[src/rtl/disp_timing_gen.sv]
module disp_timing_gen #(
  parameter int CW         = 12,
  parameter int COLW       = 10,
  parameter int FCW        = 16,
  parameter int MIN_HBLANK = 56,
  parameter int MIN_HPORCH = 4
) (
  input  logic              clk,
  input  logic              rst_n,
  input  logic              wr_en,
  input  logic [3:0]        wr_addr,
  input  logic [31:0]       wr_data,
  input  logic [3:0]        rd_addr,
  output logic [31:0]       rd_data,
  input  logic [3*COLW-1:0] pix_in,
  output logic              hsync,
  output logic              vsync,
  output logic              de,
  output logic              border,
  output logic              fetch_req,
  output logic              cfg_ok,
  output logic [3*COLW-1:0] pix_out
);
  localparam int PW = 3*COLW;
  localparam int SW = CW+3;
  localparam logic [CW-1:0]  ONE  = 1;
  localparam logic [FCW-1:0] FONE = 1;

  logic run, blank_req, legacy, blank_state, vblank_q;
  logic [CW-1:0] p_tot [2], p_sw [2], p_act [2], p_fp [2], p_lb [2], p_rb [2];
  logic [CW-1:0] a_tot [2], a_sw [2], a_act [2], a_fp [2], a_lb [2], a_rb [2];
  logic [CW-1:0] cnt [2];
  logic [PW-1:0] black_c, ovs_c;
  logic [FCW-1:0] frame_cnt;

  logic [CW-1:0] b_end [2], lb_end [2], act_end [2], b_start [2];
  logic in_win [2], in_act [2], in_sync [2], at_last [2];

  for (genvar ax = 0; ax < 2; ax++) begin : g_axis
    assign b_end[ax]   = a_tot[ax] + ONE - (a_act[ax] + a_lb[ax] + a_rb[ax] + a_fp[ax]);
    assign lb_end[ax]  = b_end[ax] + a_lb[ax];
    assign act_end[ax] = lb_end[ax] + a_act[ax];
    assign b_start[ax] = act_end[ax] + a_rb[ax];
    assign in_win[ax]  = (cnt[ax] >= b_end[ax]) && (cnt[ax] < b_start[ax]);
    assign in_act[ax]  = (cnt[ax] >= lb_end[ax]) && (cnt[ax] < act_end[ax]);
    assign in_sync[ax] = cnt[ax] < a_sw[ax];
    assign at_last[ax] = cnt[ax] == a_tot[ax];
  end

  logic vblank_c, vb_rise, frame_end, commit, vis;
  assign vblank_c  = !run || !in_win[1];
  assign vb_rise   = run && vblank_c && !vblank_q;
  assign frame_end = run && at_last[0] && at_last[1];
  assign commit    = !run || frame_end;

  logic [CW-1:0] lead, fetch_line;
  assign lead = legacy ? CW'(2) :
                ((SW'(a_sw[1]) + SW'(a_fp[1]) <= SW'(3)) ? CW'(3) : CW'(4));
  assign fetch_line = (b_end[1] >= lead) ? b_end[1] - lead
                                         : b_end[1] + a_tot[1] + ONE - lead;

  logic [SW-1:0] h_len, h_vis, v_len, v_vis;
  assign h_len = SW'(p_tot[0]) + SW'(1);
  assign h_vis = SW'(p_act[0]) + SW'(p_lb[0]) + SW'(p_rb[0]);
  assign v_len = SW'(p_tot[1]) + SW'(1);
  assign v_vis = SW'(p_act[1]) + SW'(p_lb[1]) + SW'(p_rb[1]);
  assign cfg_ok = (h_len >= h_vis + SW'(MIN_HBLANK)) &&
                  (p_fp[0] >= CW'(MIN_HPORCH)) &&
                  (h_len >= h_vis + SW'(p_fp[0]) + SW'(p_sw[0]) + SW'(MIN_HPORCH)) &&
                  (v_len >= v_vis + SW'(p_fp[1]) + SW'(p_sw[1]));

  always_ff @(posedge clk or negedge rst_n) begin
    if (!rst_n) begin
      run <= 1'b0; blank_req <= 1'b0; legacy <= 1'b0;
      blank_state <= 1'b0; vblank_q <= 1'b1;
      black_c <= '0; ovs_c <= '0; frame_cnt <= '0;
      for (int i = 0; i < 2; i++) begin
        p_tot[i] <= '0; p_sw[i] <= '0; p_act[i] <= '0;
        p_fp[i] <= '0; p_lb[i] <= '0; p_rb[i] <= '0;
        a_tot[i] <= '0; a_sw[i] <= '0; a_act[i] <= '0;
        a_fp[i] <= '0; a_lb[i] <= '0; a_rb[i] <= '0;
        cnt[i] <= '0;
      end
    end else begin
      vblank_q <= vblank_c;
      if (wr_en) begin
        case (wr_addr)
          4'd0: begin run <= wr_data[0]; blank_req <= wr_data[1]; legacy <= wr_data[2]; end
          4'd1: begin p_tot[0] <= wr_data[CW-1:0]; p_sw[0] <= wr_data[2*CW-1:CW]; end
          4'd2: begin p_act[0] <= wr_data[CW-1:0]; p_fp[0] <= wr_data[2*CW-1:CW]; end
          4'd3: begin p_lb[0]  <= wr_data[CW-1:0]; p_rb[0] <= wr_data[2*CW-1:CW]; end
          4'd4: begin p_tot[1] <= wr_data[CW-1:0]; p_sw[1] <= wr_data[2*CW-1:CW]; end
          4'd5: begin p_act[1] <= wr_data[CW-1:0]; p_fp[1] <= wr_data[2*CW-1:CW]; end
          4'd6: begin p_lb[1]  <= wr_data[CW-1:0]; p_rb[1] <= wr_data[2*CW-1:CW]; end
          4'd7: black_c <= wr_data[PW-1:0];
          4'd8: ovs_c   <= wr_data[PW-1:0];
          default: ;
        endcase
      end
      if (commit) begin
        for (int i = 0; i < 2; i++) begin
          a_tot[i] <= p_tot[i]; a_sw[i] <= p_sw[i]; a_act[i] <= p_act[i];
          a_fp[i]  <= p_fp[i];  a_lb[i] <= p_lb[i]; a_rb[i]  <= p_rb[i];
        end
      end
      if (!run) begin
        cnt[0] <= '0;
        cnt[1] <= '0;
      end else if (at_last[0]) begin
        cnt[0] <= '0;
        cnt[1] <= at_last[1] ? '0 : cnt[1] + ONE;
      end else begin
        cnt[0] <= cnt[0] + ONE;
      end
      if (vb_rise) begin
        blank_state <= blank_req;
        frame_cnt   <= frame_cnt + FONE;
      end
    end
  end

  assign hsync     = run && in_sync[0];
  assign vsync     = run && in_sync[1];
  assign vis       = run && in_win[0] && in_win[1] && !blank_state;
  assign de        = vis && in_act[0] && in_act[1];
  assign border    = vis && !(in_act[0] && in_act[1]);
  assign fetch_req = run && (cnt[0] == '0) && (cnt[1] == fetch_line);
  assign pix_out   = de ? pix_in : (border ? ovs_c : black_c);

  always_comb begin
    rd_data = '0;
    case (rd_addr)
      4'd0: rd_data[3:0] = {blank_state, legacy, blank_req, run};
      4'd1: rd_data[2*CW-1:0] = {p_sw[0], p_tot[0]};
      4'd2: rd_data[2*CW-1:0] = {p_fp[0], p_act[0]};
      4'd3: rd_data[2*CW-1:0] = {p_rb[0], p_lb[0]};
      4'd4: rd_data[2*CW-1:0] = {p_sw[1], p_tot[1]};
      4'd5: rd_data[2*CW-1:0] = {p_fp[1], p_act[1]};
      4'd6: rd_data[2*CW-1:0] = {p_rb[1], p_lb[1]};
      4'd7: rd_data[PW-1:0] = black_c;
      4'd8: rd_data[PW-1:0] = ovs_c;
      4'd9: begin
        rd_data[2*CW-1:0] = {cnt[1], cnt[0]};
        rd_data[31] = vblank_c;
      end
      4'd10: rd_data[FCW-1:0] = frame_cnt;
      default: ;
    endcase
  end

  p_hwrap_r2: assert property (@(posedge clk) disable iff (!rst_n)
    (run && at_last[0]) |=> (cnt[0] == '0));
  p_hstep_r2: assert property (@(posedge clk) disable iff (!rst_n)
    (run && cnt[0] < a_tot[0]) |=> (cnt[0] == $past(cnt[0]) + ONE));
  p_stop_r11: assert property (@(posedge clk) disable iff (!rst_n)
    !run |=> (cnt[0] == '0 && cnt[1] == '0));
  p_idle_r11: assert property (@(posedge clk) disable iff (!rst_n)
    !run |-> (!hsync && !vsync && !de && !border && !fetch_req));
  p_frame_step_r7: assert property (@(posedge clk) disable iff (!rst_n)
    vb_rise |=> (frame_cnt == $past(frame_cnt) + FONE));
  p_blank_hold_r8: assert property (@(posedge clk) disable iff (!rst_n)
    !vb_rise |=> $stable(blank_state));
  p_fetch_pulse_r9: assert property (@(posedge clk) disable iff (!rst_n)
    (fetch_req && a_tot[0] != '0) |=> !fetch_req);
endmodule

[config.mk]
export PLATFORM = sky130hd
export DESIGN_NAME = disp_timing_gen
export DESIGN_NICKNAME = d
export VERILOG_FILES = /design/src/rtl/disp_timing_gen.sv
export SDC_FILE = /design/constraint.sdc
export NUM_CORES = 1
export LEC_CHECK = 0
export BUFFER_PORTS_ARGS = -buffer_cell sky130_fd_sc_hd__buf_2
export CAP_MARGIN = 20
export CELL_PAD_IN_SITES_DETAIL_PLACEMENT = 0
export CELL_PAD_IN_SITES_GLOBAL_PLACEMENT = 2
export CORE_MARGIN = 2
export CORE_UTILIZATION = 40
export DETAILED_ROUTE_END_ITERATION = 12
export PLACE_DENSITY_LB_ADDON = 0.25
export SYNTH_ARGS = -nofsm -noshare
export SYNTH_HDL_FRONTEND = slang
export SYNTH_SLANG_ARGS = --single-unit
[constraint.sdc]
create_clock -name clk -period 13.9 [get_ports clk]
set_clock_uncertainty 0.2 [all_clocks]
set_input_delay 0.695 -clock clk [delete_from_list [all_inputs] [get_ports clk]]
set_output_delay 0.695 -clock clk [all_outputs]
set_load 0.02 [all_outputs]
Word level (Yosys, flattened, before mapping) --
Index checks and enable logic that the tools add are counted.
Word-level totals: bits in registers 393, input port bits 73, logic and storage cells 163
Cells by class: add/sub/neg operators 36, magnitude comparators 16, equal/unequal tests 22, multiplexer cells 14, reductions and logical operators 41
Operators with widths (count):
- adder 12 bit | 13
- one-hot mux 12 bit (10 select lines) | 1
- < comparator 12 bit | 6
- one-hot mux 8 bit (9 select lines) | 1
- adder 12 x 1 -> 12 bit (second input constant) | 5
- two-way mux 30 bit | 2
- >= comparator 12 bit | 4
- two-way mux 12 bit | 4
- >= comparator 13 x 15 -> 1 bit | 3
- one-hot mux 4 bit (11 select lines) | 1
- adder 12 x 12 -> 13 bit | 3
- == test 12 bit | 3
- == test 4 x 3 -> 1 bit (second input constant) | 8
- adder 14 x 12 -> 15 bit | 2
- adder 15 x 12 -> 15 bit | 2
- adder 13 x 12 -> 14 bit | 2
- adder 12 x 1 -> 13 bit (second input constant) | 2
- two-way mux 24 bit | 1
- subtractor 12 bit | 2
- subtractor 12 x 3 -> 12 bit | 2
- logical AND 1 bit | 22
- AND reduction 2 bit | 9
- adder 16 x 1 -> 16 bit (second input constant) | 1
- == test 4 x 2 -> 1 bit (second input constant) | 4
- 15 further kinds | 26

Logic depth before layout (Yosys ltp) --
depth in word-level cells 15, mapped depth 40

Least setup slack after synthesis --
OpenSTA, ideal clock, no wires.
kind register to output, from register a_tot[2] (netlist bit), to output port pix_out[0], data arrival time 8155 ps, required time 13005 ps, path slack 4850 ps, stages on the path, launching flop included 40, buffers on the path 1, cells stage by stage dfrtp_1 inv_1 fa_1 inv_1 fa_1 inv_1 fa_1 inv_1 ha_1 inv_1 fa_1 inv_1 ha_1 o21ai_0 nand2b_1 a21o_1 a21o_1 a21o_1 (+4 left out) a211o_1 xor2_1 ha_1 nor4b_1 o21ai_0 nand2b_1 xnor2_1 xnor2_1 ha_1 nand4_1 a21oi_1 o21ai_0 a21oi_1 nor3_1 nand2_1 nor4_1 buf_2 mux2_2
On the way: word-level cells in the longest chain between the ends 12, elaborated cells between the ends (all ways) 20
RTL lines:
- from (decl) | RTL line 31 | logic [CW-1:0] a_tot [2], a_sw [2], a_act [2], a_fp [2], a_lb [2], a_rb [2];
- from (signal, indexed assignment) | RTL line 102 | a_tot[i] <= p_tot[i]; a_sw[i] <= p_sw[i]; a_act[i] <= p_act[i];
- adder 12 x 1 -> 12 bit * | RTL line 40 | assign b_end[ax] = a_tot[ax] + ONE - (a_act[ax] + a_lb[ax] + a_rb[ax] + a_fp[ax]);
- subtractor 12 bit * | RTL line 40
- adder 12 bit | RTL line 41 | assign lb_end[ax] = b_end[ax] + a_lb[ax];
- adder 12 bit | RTL line 42 | assign act_end[ax] = lb_end[ax] + a_act[ax];
- adder 12 bit | RTL line 43 | assign b_start[ax] = act_end[ax] + a_rb[ax];
- < comparator 12 bit | RTL line 44 | assign in_win[ax] = (cnt[ax] >= b_end[ax]) && (cnt[ax] < b_start[ax]);
- logical AND 1 bit | RTL line 44
- logical AND 1 bit (2 in series) | RTL line 124 | assign vis = run && in_win[0] && in_win[1] && !blank_state;
- logical AND 1 bit, on equally long branches | RTL line 126, 125
- two-way mux 30 bit / logical AND 1 bit (equally long branches) | RTL line 128, 125
- two-way mux 30 bit * | RTL line 128 | assign pix_out = de ? pix_in : (border ? ovs_c : black_c);
- to (decl) | RTL line 22 | output logic [3*COLW-1:0] pix_out
Mark *: on every way between the ends. The rest lies on a longest branch, timed or not.

Worst setup path in the final report --
from register a_tot[2] (netlist bit), to output port pix_out[18]
The elaborated chain is that of the path after synthesis.

==> qor.txt <==
Worst reg-to-reg path cell count - 38
Worst min-delay path class - in2reg
Final Setup Violations - 0
Drt total wl - 113,300 um
Clk buf depth - 3
CTS buffer count - 45
Total number of yosys warnings - 0
Outcome - finished clean
Routability cong. - 0.9259
Critical hold path startpoint - wr_data[27]
Most common cell on crit path - inv_1
Crit-path max FO - 27
R2R setup slack - 4.38 ns
Avg Inst Size Synth - 10.53 um^2
Grt total ovfl - 0
Rows - 102
Starting density of the core - 0.4036
Hold Crit Endpoint - ovs_c[27]
Type of the worst setup path - reg2out
DR vias - 23.78k
Crit path from - a_tot[2]
First-pass GRT wire length - 167,900 um
Hold Crit Depth - 2
Largest net degree at the start of global routing - 166
Post-synth EDFFs - 0
Post-DRT Antenna Nets - 0
Total of max-cap violations - 0
Buffers on Ports - 137
Clock-pin slew on the worst setup and hold paths - 0.06 ns
Fin crit period - 11.74 ns
Setup crit start kind - flop
CP Capture Type - output port
Vias in the first global route - 24.79k
Post-synthesis cell type count - 84
Async S/R FF share, synth - 1.000
Clock tree sinks - 393
Multi-input logic area - 19,730 um^2
Share of cells above drive strength 1 - 0.2077
DR iter-0 viols - 2,029
Die area - 80,410 um^2
Worst Path Required - 13.01 ns
FF-to-FF End - frame_cnt[12]
FF+latch area - 9836 um^2
Clock root buffer - clkbuf_16
RSZ-0062 raised after global routing - no
Post-Synthesis Cell Area - 31,260 um^2
Fillers - 7,406
DRT Pass-1 Iters - 6
Drt via density - 5.671
Final Util - 0.4514
Slowest-stage cell, CP - nor4_2
Total core area - 77,470 um^2
Final hold vios - 0
Yosys reg bits - 393
Synth area leader - dfrtp_1
Sequential fraction of the synthesis area - 0.3146
Reg-to-reg startpoint - a_tot[2]
Cts repair resizes - 0
Regs by FF count - black_c (30), ovs_c (30)
Die W - 283.6 um
I/O Pins - 141
Antenna violations before repair - 10
H-tree depth - 2
Clock Latency Late Sink - 0.61 ns
Final Max Tran Viols - 0
CP max stage delay - 0.80 ns
Setup TNS - 0 ns
Synth top area share - 0.3138
Mapped Cells - 2,970
Rel. slew slack - 0.1522
Final instance count without filler cells - 4,194
Die H - 283.6 um
Cell total after placement - 4,103
Nets - 3,673
Syn_nets - 3,531
Post-route DRC - 0
Max Clk Rate - 0.08521 GHz
Final Cycle Share - 0.8443
Hpwl dp - 88,270 um
Ys flop type - dfrtp_1
Worst EP arrival - 10.84 ns
Drt wl/cell - 27.01 um
Synth area leaders - dfrtp_1 (31%), ha_1 (14%), mux2_2 (13%)
Worst slew pin tran - 1.260 ns
CTS tree - yes
Area Overhead vs Synth - 11.85%
Total track usage - 0.2832
==> worst max-delay path: cells and delay by family, from the launching register on <==
family	cells	cell delay [ns]
and+or+nand+nor	8	1.97
xor gates and xnor gates	4	0.83
muxes	1	0.40
DFF	1	0.53
AOI/OAI and AO/OA	10	1.67
adders and majority gates	9	3.69
buffers and inverters	8	1.13
==> final cells by class <==
cell class | count | share of cell area
diodes | 5 | 0.0003578
multi-input cells | 2106 | 0.5641
flip-flops and latches | 393 | 0.2813
clock buffers | 65 | 0.03754
clock inverters | 19 | 0.008266
inverters | 383 | 0.04111
well taps | 1040 | 0.03721
repair buffers | 183 | 0.03013
==> cells in the final DEF, fill, tap and decap left out, drive strengths merged, types with 11 or more instances in the layout <==
master,count
dfrtp,392
mux2,388
inv,385
ha,352
buf,182
xnor2,152
fa,136
nand2,107
a21oi,104
o21ai,99
nor2,96
xor2,84
a21o,78
clkbuf,65
a22oi,53
nand3,46
nand4,36
nand2b,33
nor2b,30
nor3,30
a221oi,28
a22o,27
and3,26
o21a,22
nor4,20
o21bai,11
==> how the worst max path moves through the flow <==
| stage | endpoint | slack [ns] | depth (start not counted) |
|---|---|---|---|
| 6_report | pix_out[18] | 2.16 | 40 |
| 5_1_grt | pix_out[5] | 1.50 | 39 |
| 4_1_cts | pix_out[5] | 2.18 | 39 |
| 3_5_place_dp | pix_out[5] | 2.85 | 39 |
| 3_3_place_gp | pix_out[4] | 2.91 | 39 |
| 2_1_floorplan | pix_out[0] | 4.85 | 39 |
==> what timing repair did <==
action                    in CTS  in global routing
setup buffers                  0                  0
hold buffers                   1                  0
hold endpoints to repair      32                  0
==> synthesized netlist by cell type (4+ instances only) <==
cell,n
dfrtp_1,392
inv_1,382
mux2_2,360
ha_1,352
xnor2_1,149
fa_1,136
nand2_1,107
a21oi_1,103
nor2_1,96
o21ai_0,93
xor2_1,84
a21o_1,77
clkbuf_1,71
a22oi_1,53
nand3_1,45
nand4_1,36
nand2b_1,33
nor2b_1,30
a221oi_1,28
mux2_1,28
nor3_1,28
a22o_1,27
and3_1,26
o21a_1,22
nor4_1,20
o21bai_1,11
a31oi_1,10
mux2i_1,10
a222oi_1,9
o211ai_1,9
a211o_1,8
a211oi_1,8
buf_1,8
o2111ai_1,8
buf_2,7
nand3b_1,6
o21ai_1,6
o22ai_1,6
or3_1,6
and2_1,5
and4_1,5
nor3b_1,5
a31o_2,4
or2_2,4
==> per-stage QoR <==
step	hold slack, ns	cell area [um^2]	setup slack, ns
after floorplan	0.1994	31260	4.850
after global placement	0.2636	33330	2.905
after detailed placement	0.2672	33340	2.847
after CTS	0.1025	34950	2.180
after global routing	0.1351	34950	1.498
final	0.1298	34970	2.164
==> per-layer routing <==
layer	vias up	GRT usage	routed length, um
li1	10700	-	-
met1	12020	0.3955	51580
met2	835	0.4324	48130
met3	225	0.04590	7689
met4	6	0.1258	5854
met5	-	0	39
==> logic make-up after synthesis <==
family                   count (synthesis)  synth area share
buffers and inverters                  471           0.05719
other                                    1         0.0001200
adder cells (fa/ha/maj)                488            0.2280
XOR/XNOR                               238           0.06832
flip-flops                             393            0.3146
AO/OA/AOI/OAI                          514            0.1122
multiplexers                           398            0.1430
AND/OR/NAND/NOR                        467           0.07660
Power is left out: the tool's default activity adds up to more than one toggle a clock period on the data nets, which glitch-free logic cannot reach.
